===== src/rtl/alu_fdec.sv =====
module alu_fdec #(
  parameter int W = 32,
  parameter logic [W-1:0] KONST = 32'hBA04_0105
) (
  input  logic [W-1:0] x,
  input  logic [W-1:0] y,
  input  logic         carry_in,
  input  logic [4:0]   func,
  input  logic [W-1:0] sig_in,
  output logic [W-1:0] result,
  output logic         c_out,
  output logic         v_out,
  output logic         eq_out,
  output logic         mch_out,
  output logic         z_out,
  output logic [W-1:0] meas_out
);

  typedef enum logic [3:0] {
    S_Y, S_NOTY, S_ZERO, S_AND, S_OR, S_XOR, S_ANDN, S_ORN,
    S_SUM, S_KONST, S_YXS, S_SIG, S_K2, S_K3, S_K5
  } rsel_e;

  typedef enum logic [1:0] {V_ZERO, V_SIGNED, V_CARRY} vsel_e;

  rsel_e rsel;
  vsel_e vsel;
  logic  known, use_adder, a_zero, b_inv, cin_ext;
  logic  m_force, m_val;

  always_comb begin
    known = 1'b1; use_adder = 1'b0; a_zero = 1'b0; b_inv = 1'b0; cin_ext = 1'b0;
    m_force = 1'b0; m_val = 1'b0; vsel = V_ZERO; rsel = S_ZERO;
    case (func)
      5'b00000: rsel = S_Y;
      5'b00001: begin rsel = S_SIG; m_force = 1'b1; m_val = 1'b0; end
      5'b00010: begin rsel = S_K2;  m_force = 1'b1; m_val = 1'b1; end
      5'b00011: begin rsel = S_SUM; use_adder = 1'b1; a_zero = 1'b1; b_inv = 1'b1; end
      5'b00100: rsel = S_YXS;
      5'b00101: rsel = S_KONST;
      5'b01000: rsel = S_K5;
      5'b01010: rsel = S_AND;
      5'b01100: rsel = S_OR;
      5'b01111: begin rsel = S_SUM; use_adder = 1'b1; b_inv = 1'b1; vsel = V_SIGNED; end
      5'b10000: rsel = S_K3;
      5'b10001: rsel = S_NOTY;
      5'b10010: rsel = S_ZERO;
      5'b10100: begin rsel = S_SUM; use_adder = 1'b1; b_inv = 1'b1; end
      5'b10101: begin rsel = S_SUM; use_adder = 1'b1; cin_ext = 1'b1; vsel = V_CARRY; end
      5'b11000: rsel = S_XOR;
      5'b11011: rsel = S_ANDN;
      5'b11101: rsel = S_ORN;
      5'b11110: begin rsel = S_SUM; use_adder = 1'b1; cin_ext = 1'b1; vsel = V_SIGNED; end
      default:  known = 1'b0;
    endcase
  end

  logic [W-1:0] opa, opb, sum, r_core;
  logic         cin, c_low, c_top, v_core;
  logic [W-1:0] lo;
  logic [1:0]   hi;

  assign opa = a_zero ? '0 : x;
  assign opb = b_inv ? ~y : y;
  assign cin = cin_ext ? carry_in : 1'b1;

  assign lo    = {1'b0, opa[W-2:0]} + {1'b0, opb[W-2:0]} + {{(W-1){1'b0}}, cin};
  assign c_low = lo[W-1];
  assign hi    = {1'b0, opa[W-1]} + {1'b0, opb[W-1]} + {1'b0, c_low};
  assign c_top = hi[1];
  assign sum   = {hi[0], lo[W-2:0]};

  always_comb begin
    case (rsel)
      S_Y:     r_core = y;
      S_NOTY:  r_core = ~y;
      S_AND:   r_core = x & y;
      S_OR:    r_core = x | y;
      S_XOR:   r_core = x ^ y;
      S_ANDN:  r_core = x & ~y;
      S_ORN:   r_core = x | ~y;
      S_SUM:   r_core = sum;
      S_KONST: r_core = KONST;
      S_YXS:   r_core = y ^ sig_in;
      S_SIG:   r_core = sig_in;
      S_K2:    r_core = W'(2);
      S_K3:    r_core = W'(3);
      S_K5:    r_core = W'(5);
      default: r_core = '0;
    endcase
  end

  always_comb begin
    case (vsel)
      V_SIGNED: v_core = c_low ^ c_top;
      V_CARRY:  v_core = c_top;
      default:  v_core = 1'b0;
    endcase
  end

  assign result   = known ? r_core : '0;
  assign c_out    = known ? (use_adder & c_top) : 1'b1;
  assign v_out    = known ? v_core : 1'b1;
  assign eq_out   = known ? (x == y) : 1'b1;
  assign mch_out  = !known ? 1'b1 : (m_force ? m_val : (y == sig_in));
  assign z_out    = known ? (r_core == '0) : 1'b1;
  assign meas_out = result;

endmodule



===== config.mk =====
export PLATFORM = sky130hd
export DESIGN_NAME = alu_fdec
export DESIGN_NICKNAME = d
export VERILOG_FILES = /design/src/rtl/alu_fdec.sv
export SDC_FILE = /design/constraint.sdc
export NUM_CORES = 1
export LEC_CHECK = 0
export ABC_AREA = 1
export BUFFER_PORTS_ARGS = -buffer_cell sky130_fd_sc_hd__buf_2
export CAP_MARGIN = 10
export CORE_ASPECT_RATIO = 1.1
export CORE_UTILIZATION = 40
export DETAILED_ROUTE_END_ITERATION = 7
export PLACE_DENSITY_LB_ADDON = 0.1
export SLEW_MARGIN = 10
export SYNTH_ARGS = -nofsm -noshare
export SYNTH_HDL_FRONTEND = slang
export SYNTH_SLANG_ARGS = --single-unit

===== constraint.sdc =====
create_clock -name vclk -period 4.2
set_input_delay 0.21 -clock vclk [all_inputs]
set_output_delay 0.21 -clock vclk [all_outputs]
set_load 0.02 [all_outputs]

Word level (Yosys, flattened, before mapping)
Cells that the tools add are included.
{"block": "totals", "register_bits": 0, "input_bits": 102, "out_inout_bits": 69, "elab_cells": 78}
{"block": "op_classes", "n_addsub": 4, "eq_ne": 35, "muxes": 21, "n_bitwise": 9, "n_reduce_logical": 9}
{"op": "one-hot mux 32 bit (14 select lines)", "n": 1}
{"op": "two-way mux 32 bit", "n": 3}
{"op": "bitwise AND 32 bit", "n": 2}
{"op": "== test 32 bit", "n": 2}
{"op": "bitwise OR 32 bit", "n": 2}
{"op": "XOR 32 bit", "n": 2}
{"op": "one-hot mux 4 bit (14 select lines)", "n": 1}
{"op": "== test 5 bit, second input constant", "n": 9}
{"op": "adder 31 x 31 -> 32 bit", "n": 1}
{"op": "adder 32 x 1 -> 32 bit", "n": 1}
{"op": "logical NOT 32 bit", "n": 1}
{"op": "inverter 32 bit", "n": 1}
{"op": "== test 4 bit, second input constant", "n": 7}
{"op": "== test 5 x 4 -> 1 bit, second input constant", "n": 4}
{"op": "OR reduction 19 bit", "n": 1}
{"op": "== test 4 x 3 -> 1 bit, second input constant", "n": 4}
{"op": "two-way mux 1 bit", "n": 14}
{"op": "== test 5 x 2 -> 1 bit, second input constant", "n": 2}
{"op": "== test 5 x 3 -> 1 bit, second input constant", "n": 2}
{"op": "OR reduction 2 bit", "n": 3}
{"op": "== test 5 x 1 -> 1 bit, second input constant", "n": 1}
{"op": "logical NOT 5 bit", "n": 1}
{"op": "OR reduction 5 bit", "n": 1}
{"op": "== test 4 x 1 -> 1 bit, second input constant", "n": 1}
{"op": "other kinds (11)", "n": 11}

Logic depth before layout (Yosys ltp)
Gate-level depths: netlist of the first run.
{"block": "logic_depth", "word_depth": 10, "mapped_depth": 27, "ltp_nobuf": 26}

Least setup slack after synthesis of the first run
No wires, ideal clock.
{"block": "synth_path", "path_type": "input -> output", "start": "in func[2]", "end": "out z_out", "arrival_time_ps": 3927, "required_ps": 3990, "setup_slack_ps": 63, "stages": 26, "n_path_buf": 1, "cell_sequence": "nor2_2 -> nand2_1 -> nor2_2 -> nor2_4 -> buf_2 -> xor2_1 -> inv_1 -> ha_1 -> nand2_1 -> nor2_1 -> inv_1 -> nor2_1 -> nand2_1 -> nand3_1 -> nand2_1 -> nand2_1 -> a21oi_1 -> fa_1 -> nor2_1 -> a21oi_1 -> nand4_1 -> nor2_1 -> nand2_1 -> nor2_1 -> nand3_1 -> nor2_1"}
{"block": "synth_via", "elab_chain_cells": 10, "elab_cells_between_ends": 52, "cone_classes": "add/sub: 4; eq/ne: 31; mux: 10; reduce/logical: 7"}
{"element": "start, declared", "line": "8", "text": "input logic [4:0] func,"}
{"element": "== test 5 bit, or another cell as far along", "line": "34", "text": "case (func)"}
{"element": "OR reduction 3 bit (no line)"}
{"element": "two-way mux 1 bit", "line": "34"}
{"element": "two-way mux 32 bit", "line": "64", "text": "assign opb = b_inv ? ~y : y;"}
{"element": "adder 31 x 31 -> 32 bit", "line": "67", "text": "assign lo = {1'b0, opa[W-2:0]} + {1'b0, opb[W-2:0]} + {{(W-1){1'b0}}, cin};"}
{"element": "adder 32 x 1 -> 32 bit", "line": "67"}
{"element": "adder 2 x 1 -> 2 bit", "line": "69", "text": "assign hi = {1'b0, opa[W-1]} + {1'b0, opb[W-1]} + {1'b0, c_low};"}
{"element": "one-hot mux 32 bit (14 select lines)", "line": "74", "text": "case (rsel)"}
{"element": "logical NOT 32 bit", "line": "106", "text": "assign z_out = known ? (r_core == '0) : 1'b1;"}
{"element": "two-way mux 1 bit (*)", "line": "106"}
{"element": "end, declared", "line": "15", "text": "output logic z_out,"}
Every way passes the cells marked *; elsewhere a longest branch is shown, timed or not.

Worst setup path in the final report of the first run
{"block": "layout_path", "start": "in func[0]", "end": "out z_out"}
Same word-level chain as after synthesis.

==> results of run 1 <==
-- layout make-up --
cell class	instances	area, um^2
Multi-Input combinational cell	1224	6400
Inverter	281	1050
Fill cell	2069	9020
Tap cell	247	309
Timing Repair Buffer	333	2240
-- kinds of logic (layout without fill, tap and decap cells) --
logic type	count (synthesis)	count (layout)	synth area share
AOI/OAI and AO/OA	215	215	0.156
xor gates and xnor gates	63	63	0.0713
adders and majority gates	35	35	0.0595
and+or+nand+nor	911	911	0.502
buffers and inverters	385	614	0.211
-- power groups by stage --
stage / Combinational [mW] / Sequential [mW] / Clock [mW]
2_1_floorplan: 0.945 / 0 / 0
3_3_place_gp: 1.50 / 0 / 0
3_5_place_dp: 1.50 / 0 / 0
4_1_cts: 1.56 / 0 / 0
5_1_grt: 1.79 / 0 / 0
6_report: 1.64 / 0 / 0
-- worst max-delay path, stage by stage --
cell      delay [ps]
buf_4            130
buf_4            130
nor2_4            80
nand3_2           90
nand2_2          100
nor2_4            40
buf_12           150
buf_4            130
xor2_1           120
inv_1             70
fa_2             400
fa_1             470
buf_4            190
nand2_1          100
nand3_1          120
nand2_1          120
buf_4            110
nand3b_1          70
nand3_1          130
nand4_1           90
nor2_1           250
nand2_1           90
nor2_1           240
nand3_1          150
nor2_1           130
buf_4            150
-- path summary, 6_finish.rpt --
check	to	cells after the start	slack, ps	startpoint
worst max-delay path	z_out	26	-90	func[0]
worst min-delay path	result[3]	4	900	sig_in[3]
-- routing by layer --
| metal | vias to the layer above | GRT usage | wire length, um |
|---|---|---|---|
| li1 | 5503 | - | - |
| met1 | 4893 | 0.504 | 15600 |
| met2 | 608 | 0.579 | 16400 |
| met3 | 80 | 0.0305 | 3450 |
| met4 | 0 | 0.108 | 1360 |
| met5 | - | 0 | 0 |
-- cells in the mapped netlist, types with 5 or more instances --
cell type,number
xnor2_1,14
clkbuf_1,43
nand2_1,506
o22ai_1,6
buf_4,34
a21oi_1,74
buf_2,20
o211ai_1,6
nand3_1,122
xor2_1,49
nor2_1,170
o21ai_0,81
nor4_1,8
or2_2,8
o31ai_1,7
buf_6,5
o2111ai_1,12
nand4_1,51
o21ai_1,12
inv_1,278
or2_1,11
nor3_1,10
nand3b_1,9
ha_1,32
-- what timing repair did --
item	in CTS	in global routing
setup endpoints to repair	1	4
cloned	3	0
buffers inserted	15	6
pin swaps	19	22
resized for setup	30	38
-- cell usage in the layout (no fill, tap or decap), drive strengths merged --
| master | instances |
|---|---|
| bufbuf | 1 |
| fa | 3 |
| a21oi | 74 |
| nor4 | 8 |
| buf | 329 |
| a211oi | 1 |
| a2111oi | 1 |
| ha | 32 |
| nand3 | 124 |
| inv | 281 |
| o21ai | 93 |
| or2 | 23 |
| o211ai | 6 |
| nand3b | 9 |
| and3 | 2 |
| o2111ai | 12 |
| nand2 | 506 |
| o221ai | 3 |
| a22oi | 4 |
| a31oi | 2 |
| a21o | 1 |
| o22ai | 6 |
| nand4 | 51 |
| xnor2 | 14 |
| clkbuf | 3 |
| a221oi | 2 |
| nor2 | 177 |
| o21a | 3 |
| o31ai | 7 |
| nor3 | 11 |
| xor2 | 49 |
==> metrics.txt, run 1 <==
total wire length=around 37000 um; pin count of the biggest net entering global routing=38; fin util=0.526; Max Cap Violations=0; FP Rows=53; Post-Synthesis Cells=1609; Max FO, Critical Path=6; layout cells sized above 1=0.220; average size of a mapped cell=4.81 um^2; Vert. Die Dim=148 um; hold buffers post-CTS=0; placed cell area=9430 um^2; Die ar.=about 20000 um^2; switching part of the total power=0.614; actual slew at the worst max-slew pin=748 ps; Tmin final=around 4300 ps; final setup TNS=-89.1 ps; initial antenna violation count=0; # setup viols final=1; violated checks=negative setup slack; Fmax achieved=233 MHz; setup ws final=-89.1 ps; Routed Antenna Nets=0; Die W=135 um; Netlist cell types=41; Via density=between 5 and 6; proportion of netlist area held by the largest area contributor=0.245; Core Box Area=19000 um^2; hpwl dp=about 29000 um; Critical Path RT=3990 ps; vias in the first global route=a little under 10000; clock buffer count=0; area leader, netlist=nand2_1; # diodes=0; # placed instances=2063; PwrDens=164 nW/um^2; worst slack at placement=-298 ps; Synth warnings=0; Slew Viols, Final=0; input/output buffers=~170; Sequential Power Share=0; leakage power=5.84 nW; Slew Limit Headroom=0.500; Total GRT Usage=0.360; register area=0 um^2; Initial Util=0.407; Area Overhead vs Synth=29.3%; Seq cells=0; worst hold path type=in -> out; combinational share of power=1.000; Clk pwr share=0; status=finished, violations left; GR Overflow Total=0; Hold Vio Cnt, Final=0; first-pass GRT wire length=roughly 55000 um; final std cells w/o fill=2085; Initial DRT Pass Iterations=5; synth top area cells=nand2_1 (25%), inv_1 (13%), nor2_1 (8.2%); Design Power=between 1.5 and 2 mW; wire length per cell=17.7 um; I/O pin count=around 170; DRT iter0 DRCs=1221; post-synthesis sequential area ratio=0; Startpoint Class=input pin; post-route cell area=10000 um^2; crit path kind=in -> out; final-stage net count=1977; Psw=1.01 mW; RSZ-0062 raised after global routing=true; DRC=0; Setup crit end kind=primary output; Mapped Nets=1746; internal power=0.633 mW; Final Hold Slack=about 900 ps; Final Cycle Share=1.02; WP data arrival=4080 ps; cell area after synthesis=7740 um^2; DR vias=11084; Placer Congestion=0.992; Peak VDD IR=0.0000745 V
Power figures use the tool's default switching activity.
==> run 2, diff against run 1 <==
==> constraint.sdc (replaced) <==
create_clock -name vclk -period 4.2
set_input_delay 0.21 -clock vclk [all_inputs]
set_output_delay 0.21 -clock vclk [all_outputs]
set_load 0.05 [all_outputs]
==> run 2 against run 1 <==
Net effect:
- power up 18%
- the flow still finishes with violations (negative setup slack)
- sequential cell count did not move
- fmax up 1.4%
- largest cell class unchanged
- die area did not move
- cell count fell by 0.24%
- combinational power is 18% higher
- worst hold slack improved by 76 ps
- core utilization is 1.1 points higher
- design area increased by 2.1%
- setup slack improved by 61 ps
- sequential share of layout area unchanged
==> metrics.txt, run 2 (synthesis results as in run 1) <==
Placer Congestion=1.01 (was 0.992); Routed Antenna Nets=0 (unchanged); Initial DRT Pass Iterations=6 (was 5); hpwl dp=29300 um (was 29400 um); met3 usage=0.0171 (was 0.0305); DRT iter0 DRCs=1117 (was 1221); setup ws final=-28.0 ps (was -89.1 ps); wire length per cell=17.5 um (was 17.7 um); layout cells sized above 1=0.237 (was 0.220); Critical Path RT=3990 ps (about the same); # placed instances=2056 (was 2063); Area Overhead vs Synth=32.0% (was 29.3%); DR vias=11189 (was 11084); Seq cells=0 (unchanged); Fmax achieved=237 MHz (was 233 MHz); most frequent cells in the layout=nand2_1 (480), inv_1 (268), buf_2 (163), nor2_1 (158), buf_4 (145) (was nand2_1 (490), inv_1 (277), buf_2 (163), nor2_1 (160), buf_4 (157)); crit path kind=in -> out (unchanged); first-pass GRT wire length=54600 um (was 55100 um); input/output buffers=171 (unchanged); PwrDens=189 nW/um^2 (was 164 nW/um^2); Final Cycle Share=1.01 (was 1.02); leakage power=5.82 nW (was 5.84 nW); pin count of the biggest net entering global routing=38 (unchanged); Die ar.=19900 um^2 (unchanged); most common cell after layout, fill and taps aside=nand2_1 (unchanged); DRC=0 (unchanged); Initial Util=0.407 (unchanged); Max FO, Critical Path=6 (unchanged); I/O pin count=171 (unchanged); # setup viols final=1 (unchanged); Die W=135 um (unchanged); register area=0 um^2 (unchanged); delay of the slowest cell on the worst path=490 ps (was 470 ps); Max Cap Violations=0 (unchanged); final std cells w/o fill=2080 (was 2085); clock buffer count=0 (unchanged); placed cell area=9600 um^2 (was 9430 um^2); fill cell count=2080 (was 2069); status=finished, violations left (unchanged); Slew Limit Headroom=0.526 (was 0.500); Hold Vio Cnt, Final=0 (unchanged); worst hold path type=in -> out (unchanged); post-route cell area=10200 um^2 (was 10000 um^2); met2 usage=0.583 (was 0.579); RSZ-0062 raised after global routing=true (unchanged); Tmin final=4230 ps (was 4290 ps); slowest stage cell, crit path=fa_1 (unchanged); Total GRT Usage=0.356 (was 0.360); Peak VDD IR=0.000126 V (was 0.0000745 V); actual slew at the worst max-slew pin=710 ps (was 748 ps); Most Crowded Layer GR=met2 (unchanged); Final Hold Slack=980 ps (was 904 ps); final-stage net count=1972 (was 1977); initial antenna violation count=0 (unchanged); vias in the first global route=9889 (was 9699); # diodes=0 (unchanged); GR Overflow Total=0 (unchanged); violated checks=negative setup slack (unchanged); met1 Usage GRT=0.501 (was 0.504); Via density=5.38 (was 5.32); worst hold path depth=4 (unchanged); Setup crit end kind=primary output (unchanged); Vert. Die Dim=148 um (unchanged); Core Box Area=19000 um^2 (unchanged); total wire length=36400 um (was 36800 um); Slew Viols, Final=0 (unchanged); WP data arrival=4020 ps (was 4080 ps); FP Rows=53 (unchanged); Startpoint Class=input pin (unchanged)
==> run 2: cell types whose count changed in the layout (fill, tap and decap cells not counted), moves of 5 or more <==
cell	before	now
nand2_4	1	8
buf_8	0	5
buf_6	1	10
nand2_1	490	480
buf_4	157	145
inv_1	277	268
nor2_4	8	14
inv_2	4	13
ha_1	22	9
ha_4	10	23
==> run 2: worst paths after layout <==
kind | start | end | slack [ps]
worst max-delay path | func[1] | z_out | -30
worst min-delay path | sig_in[3] | meas_out[3] | 980
==> run 2: critical path: cells and delay by family <==
kind	cells	cell delay, ps
AND/OR/NAND/NOR	16	1780
buffers and inverters	7	810
XOR/XNOR	1	140
adder cells (fa/ha/maj)	2	770
AO/OA/AOI/OAI	3	300
==> run 2: final cells by class <==
type,count,area [um^2],share of cell area
multi-input cells,1224,6660,0.652
repair buffers,328,2190,0.214
inverters,281,1050,0.103
well taps,247,309,0.0302
==> run 2: metal layers <==
metal  wire length, um  share of wire  vias to the layer above
met1             15100           0.42                     4976
met4              1370          0.038                        0
li1                  -              -                     5493
met5                 0              0                        -
met3              3510          0.096                       88
met2             16400           0.45                      632
==> run 2: stage by stage <==
stage / setup slack, ps / TNS, ps / power (mW) / util
after global routing: -183 / -195 / 2.07 / 0.537
final: -28.0 / -28.0 / 1.93 / 0.537
after floorplan: -13.5 / -13.5 / 1.23 / -
after detailed placement: -368 / -368 / 1.78 / 0.504
after global placement: -273 / -273 / 1.77 / 0.504
after CTS: -68.8 / -68.8 / 1.83 / 0.520
==> run 2: power by group <==
group	total, mW	internal, mW	switching [mW]
sequential	0	0	0
combinational	1.93	0.661	1.27
clock	0	0	0
total	1.93	0.661	1.27
==> run 2: timing repair <==
action                     in CTS  in global routing
pin swaps                      19                 37
gates resized for setup        34                 75
cloned                          1                  0
hold buffers                    0                  0
buffers inserted               18                  8
setup endpoints to repair       1                  3
